**src/rtl/group_gate_mod.sv**
```systemverilog
module group_gate_mod #(
  parameter int DIM_DIV   = 2,
  parameter int BLINK_DIV = 16
) (
  input  logic       clk,
  input  logic       rst_n,
  input  logic       base_tick,
  input  logic       wr_en,
  input  logic [1:0] wr_sel,
  input  logic [7:0] wr_data,
  output logic       gate
);
  localparam int DIV_MAX = (DIM_DIV > BLINK_DIV) ? DIM_DIV : BLINK_DIV;
  localparam int PW      = (DIV_MAX > 1) ? $clog2(DIV_MAX) : 1;
  localparam logic [PW-1:0] DIM_LAST   = PW'(DIM_DIV - 1);
  localparam logic [PW-1:0] BLINK_LAST = PW'(BLINK_DIV - 1);

  logic [7:0]    duty_sh, freq_sh, duty_act, freq_act;
  logic [7:0]    phase_q, hold_q;
  logic [PW-1:0] pre_q;
  logic          mode_q;

  wire wr_duty   = wr_en && (wr_sel == 2'd0);
  wire wr_freq   = wr_en && (wr_sel == 2'd1);
  wire mode_flip = wr_en && (wr_sel == 2'd2) && (wr_data[0] != mode_q);

  wire [PW-1:0] pre_last = mode_q ? BLINK_LAST : DIM_LAST;
  wire pre_done = base_tick && (pre_q == pre_last);
  wire step     = pre_done && (!mode_q || (hold_q == freq_act));
  wire wrap     = step && (phase_q == 8'hFF);

  assign gate = phase_q < duty_act;

  always_ff @(posedge clk or negedge rst_n) begin
    if (!rst_n) begin
      duty_sh  <= 8'hFF;
      freq_sh  <= 8'h00;
      duty_act <= 8'hFF;
      freq_act <= 8'h00;
      mode_q   <= 1'b0;
      phase_q  <= 8'h00;
      hold_q   <= 8'h00;
      pre_q    <= '0;
    end else begin
      if (wr_duty) duty_sh <= wr_data;
      if (wr_freq) freq_sh <= wr_data;
      if (mode_flip) begin
        mode_q   <= wr_data[0];
        phase_q  <= 8'h00;
        hold_q   <= 8'h00;
        pre_q    <= '0;
        duty_act <= duty_sh;
        freq_act <= freq_sh;
      end else begin
        if (base_tick) pre_q <= pre_done ? '0 : pre_q + 1'b1;
        if (pre_done && mode_q) hold_q <= (hold_q == freq_act) ? 8'h00 : hold_q + 8'd1;
        if (step) phase_q <= phase_q + 8'd1;
        if (wrap) begin
          duty_act <= duty_sh;
          freq_act <= freq_sh;
        end
      end
    end
  end

  // phase moves by one step or restarts at zero
  assert_phase_step_R2: assert property (@(posedge clk) disable iff (!rst_n)
    !$stable(phase_q) |-> (phase_q == $past(phase_q) + 8'd1 || phase_q == 8'h00));

  // no tick and no mode change means the phase holds
  assert_no_tick_hold_R8: assert property (@(posedge clk) disable iff (!rst_n)
    (!$past(base_tick) && !$past(mode_flip)) |-> $stable(phase_q));

  // active duty only changes where a new period begins
  assert_duty_at_wrap_R6: assert property (@(posedge clk) disable iff (!rst_n)
    !$stable(duty_act) |-> (phase_q == 8'h00));

  // a mode change restarts phase and prescaler
  assert_flip_restart_R7: assert property (@(posedge clk) disable iff (!rst_n)
    $past(mode_flip) |-> (phase_q == 8'h00 && pre_q == '0 && hold_q == 8'h00));

  // blink hold counter stays idle in dim mode
  assert_dim_hold_idle_R4: assert property (@(posedge clk) disable iff (!rst_n)
    !mode_q |-> (hold_q == 8'h00));
endmodule

```
**config.mk**
```make
export PLATFORM = sky130hd
export DESIGN_NAME = group_gate_mod
export DESIGN_NICKNAME = d
export VERILOG_FILES = /design/src/rtl/group_gate_mod.sv
export SDC_FILE = /design/constraint.sdc
export NUM_CORES = 1
export LEC_CHECK = 0
export CORE_MARGIN = 2
export CORE_UTILIZATION = 45
export CTS_CLUSTER_DIAMETER = 200
export DETAILED_ROUTE_END_ITERATION = 12
export GPL_TIMING_DRIVEN = 0
export HOLD_SLACK_MARGIN = 0.03
export SYNTH_ARGS = -nofsm -noshare
export SYNTH_HDL_FRONTEND = slang
export SYNTH_SLANG_ARGS = --single-unit
export TNS_END_PERCENT = 100
```
**constraint.sdc**
```tcl
create_clock -name clk -period 6.03 [get_ports clk]
set_input_delay 0.9045 -clock clk [delete_from_list [all_inputs] [get_ports clk]]
set_output_delay 0.9045 -clock clk [all_outputs]
set_load 0.01 [all_outputs]
```
# Word-level counts from Yosys, hierarchy flattened
# Index checks and enable logic that the tools add are counted.
[totals]
ff_bits = 53
in_bits = 14
out_inout_bits = 1
[classes]
addsub = 3
magnitude_cmp = 1
eq_ne = 6
muxes = 13
n_reduce_logical = 15
[op_table]
columns = ["operator", "count"]
rows = [
  ["8-bit 2-to-1 mux", 9],
  ["8-bit by 1-bit adder with 8-bit output, second input constant", 2],
  ["4-bit 2-to-1 mux", 4],
  ["8-bit equality test", 1],
  ["8-bit equality test, second input constant", 1],
  ["1-bit logical AND", 8],
  ["8-bit less-than comparator", 1],
  ["2-bit nonzero test", 4],
  ["4-bit by 1-bit adder with 4-bit output, second input constant", 1],
  ["4-bit equality test", 1],
  ["2-bit by 1-bit equality test with 1-bit output, second input constant", 1],
  ["2-bit equality test, second input constant", 1],
  ["2-bit logical NOT", 1],
  ["1-bit logical NOT", 1],
  ["1-bit logical OR", 1],
  ["1-bit != test", 1],
]

# Logic depth before layout (Yosys ltp)
[depth]
depth_word = 7
ltp_mapped = 7
mapped_depth_nobuf = 7

# Least setup slack after synthesis
# No wires, ideal clock.
[synth_path]
kind = "reg2out"
from = "reg duty_act[1]"
to = "out gate"
arrival_ns = 1.615
t_required_ns = 5.125
path_slack_ns = 3.511
stages_incl_launch_ff = 8
path_buffers = 0
cell_sequence = "dfstp_2 > inv_1 > ha_1 > a21oi_1 > nor2b_1 > o21ai_0 > a21oi_1 > o41ai_1"
[synth_via]
elab_chain_len = 1
[synth_rtl]
columns = ["item", "line", "source"]
rows = [
  ["start: declaration", "18", "logic [7:0] duty_sh, freq_sh, duty_act, freq_act;"],
  ["start signal: assignment", "52", "duty_act <= duty_sh;"],
  ["start signal: assignment", "59", "duty_act <= duty_sh;"],
  ["8-bit less-than comparator", "32", "assign gate = phase_q < duty_act;"],
  ["end: declaration", "11", "output logic gate"],
]
# Every way passes these cells.

# Worst setup path in the final report
# Same ends and word-level chain as after synthesis.

==> metrics.md <==
| Metric | Value |
|---|---|
| DR vias/cell | 5.32 |
| R2R Path End | freq_act[4] |
| First-pass GRT wire length | 8250 um |
| Ys Warns | 0 |
| Setup Buffers After CTS | 0 |
| Top-count cell post-synth | dfrtp_1 |
| Final TNS setup | 0 ns |
| Reg2Reg Depth | 7 |
| Total track usage | 16.9% |
| Netlist Area Pre-Place | 0.00262 mm2 |
| Avg Inst Size Synth | 12.1 um2 |
| RSZ-0062 raised after global routing | false |
| Relative slew slack | 44.7% |
| Final setup fails | 0 |
| Critical-path top delay cell | clkdlybuf4s50_1 |
| Dominant cells by area after synthesis | dfrtp_1 (35%), dfstp_2 (16%), mux2_2 (9.9%) |
| Worst Path Buf+Inv | 2 |
| VDD IR max | 0.000156 V |
| Vias post-DR | 1654 |
| CP delay by family, top | buffers and inverters |
| GRT overflow | 0 |
| Async SR Flop Fraction | 100% |
| Hold Buf Count CTS | 0 |
| Unique masters post-synth | 40 |
| Fmax | 301 MHz |
| Root buffer cell | clkbuf_8 |
| CTS resizes | 0 |
| Worst hold margin | 0.496 ns |
| Post-synth top area share | 35.3% |
| Max-cap violation count | 0 |
| Final net count | 262 |
| Routed length per placed instance | 15.3 um |
| Most used cell, CP | a21oi_1 |
| Syn Nets | 240 |
| Die height | 80.4 um |
| Number of global-route vias before repair | 1699 |
| Lkg Pwr | 1.32 nW |
| Synth top cells by count | dfrtp_1 (37), mux2_2 (23), nor2_1 (18) |
| H-tree Lvls | 2 |
| Clock tree sinks | 53 |
| HPWL Detailed | 3460 um |
| Share of layout cells above drive strength 1 | 28.9% |
| Post-route ant nets | 0 |
| Layout Skew | 0.0104 ns |
| Detailed Route Iter0 Violations | 66 |
| Initial antenna violation count | 0 |
| Final Hold Viols | 0 |
| Worst R2R Start | hold_q[4] |
| Reg clk slew, reported paths | 0.10 ns |
| Die Wd | 80.4 um |
| Num CTS Buffers | 5 |
| Drt drc | 0 |
| Port Buffers | 14 |
| Pins Over Slew Limit | 0 |
| Fin crit share | 55.1% |
| Largest net degree at the start of global routing | 41 |
| Fillers | 514 |
| EDFF count, synth | 0 |
| First-pass iteration count of the detailed router | 4 |
| CTS tree | done |
| Post-route cell area | 0.00298 mm2 |
| DIE AREA | 0.00646 mm2 |
| Least-Margin Pin Slew | 0.826 ns |
| CTS Buffer Depth | 2 |
| Reg-to-reg setup timing slack | 3.46 ns |
| Max stage delay on crit path | 0.59 ns |
| Sequential fraction of the synthesis area | 51.3% |
| Critical path class | flip-flop to primary output |
| Clk_lat worst skew | 0.30 ns |
| CP required | 5.13 ns |
| Post-synth top area cell | dfrtp_1 |
| Fin crit period | 3.32 ns |
| Core area | 0.00557 mm2 |
| Worst path arrival time | 2.42 ns |
| Hold crit path type | input port to async pin |
| P per Cell Area | 354 mW/mm2 |
| Rows | 27 |
| Ys flop type | dfrtp_1 |
| Placed inst area | 0.00287 mm2 |
| Status | complete, no violations |
| Layout area overhead | 13.7% |
| Top-Level Pins | 15 |
| Critical-path maximum fanout | 2 |
| Gpl congestion | 0.789 |
| Initial Util | 47.1% |
| WL final | 4770 um |
| #FFs+latches synth | 53 |
| Post-Syn Instances | 216 |
| CP Capture Type | primary output |
| Ant. Diodes | 0 |
| Startpoint Class | flip-flop |
| Critical Path, Cell by Cell | inv_1, ha_1, a21oi_1, nor2b_1, o21ai_0, a21oi_1, o41ai_1, clkdlybuf4s50_1 |
## metrics by stage
| step | instances | util [%] | setup slack [ns] | total power, mW |
|---|---|---|---|---|
| after floorplan | 216 | - | 3.51 | 0.754 |
| after global placement | 302 | 51.2 | 2.37 | 0.823 |
| after detailed placement | 303 | 51.6 | 2.91 | 0.838 |
| after CTS | 311 | 53.5 | 2.64 | 1.07 |
| after global routing | 311 | 53.5 | 2.48 | 1.14 |
| final | 311 | 53.5 | 2.71 | 1.06 |
## cells by family (layout without fill, tap and decap cells)
family	Yosys count	in the layout	synth area share (%)
adder cells (fa/ha/maj)	10	10	4.77
AND/OR/NAND/NOR	58	58	11.4
buffers and inverters	14	37	2.34
XOR/XNOR	19	19	6.34
AO/OA/AOI/OAI	28	28	7.82
flip-flops	53	53	51.3
multiplexers	34	34	16.0
## sequential cells by signal, indices dropped and copies added (netlist names)
| register | count |
|---|---|
| freq_sh | 8 |
| duty_sh | 8 |
| freq_act | 8 |
| pre_q | 4 |
| hold_q | 8 |
| phase_q | 8 |
| mode_q | 1 |
| duty_act | 8 |
## area by class of cell
cell class	count	area, um2	share of cell area, %
Clock inverter	2	15.0	0.503
Timing Repair Buffer	15	155	5.20
Inverter	10	37.5	1.26
Multi-Input combinational cell	149	1220	40.9
Clock buffer	6	93.8	3.15
Tap cell	72	90.1	3.02
Sequential cell	53	1350	45.1
Buffer	4	23.8	0.797
## report_power, final
| part | internal [mW] | leakage (nW) | switching (mW) | total (mW) |
|---|---|---|---|---|
| sequential | 0.478 | 0.643 | 0.0747 | 0.552 |
| clock | 0.108 | 0.0569 | 0.122 | 0.230 |
| combinational | 0.162 | 0.618 | 0.110 | 0.273 |
| total | 0.748 | 1.32 | 0.307 | 1.06 |
## metal layers
layer	vias up	share of wire (%)	track usage, %
met5	-	0	0
met4	0	0.97	5.08
met3	5	2.2	3.71
met2	18	46	26.8
met1	825	51	23.2
li1	806	-	-
## worst max-delay path by stage
stage	slack (ns)	from	cells past startpoint	endpoint
after global placement	2.37	rst_n	1	freq_sh[6]
after global routing	2.48	duty_act[1]	8	gate
after detailed placement	2.91	wr_sel[0]	6	freq_act[4]
final	2.71	duty_act[1]	8	gate
after CTS	2.64	duty_act[1]	8	gate
after floorplan	3.51	duty_act[1]	7	gate
## cells in the final DEF, fill, tap and decap left out, types with 2 or more instances in the layout
| cell type | n |
|---|---|
| buf_2 | 2 |
| xnor2_1 | 10 |
| xor2_1 | 9 |
| mux2_4 | 10 |
| inv_1 | 10 |
| nand2b_1 | 3 |
| clkdlybuf4s50_1 | 13 |
| o21ai_0 | 6 |
| dfrtp_1 | 37 |
| nor2_1 | 18 |
| or3_1 | 2 |
| dfstp_2 | 16 |
| a21oi_1 | 10 |
| a31o_2 | 2 |
| ha_1 | 10 |
| nand4_1 | 5 |
| and3_1 | 4 |
| clkbuf_1 | 2 |
| nor3_1 | 2 |
| o2111ai_1 | 2 |
| nand3_1 | 4 |
| mux2_2 | 23 |
| clkbuf_8 | 5 |
| nand3b_1 | 4 |
| nand2_1 | 9 |
Note: power is estimated with default switching activity, not from simulation.
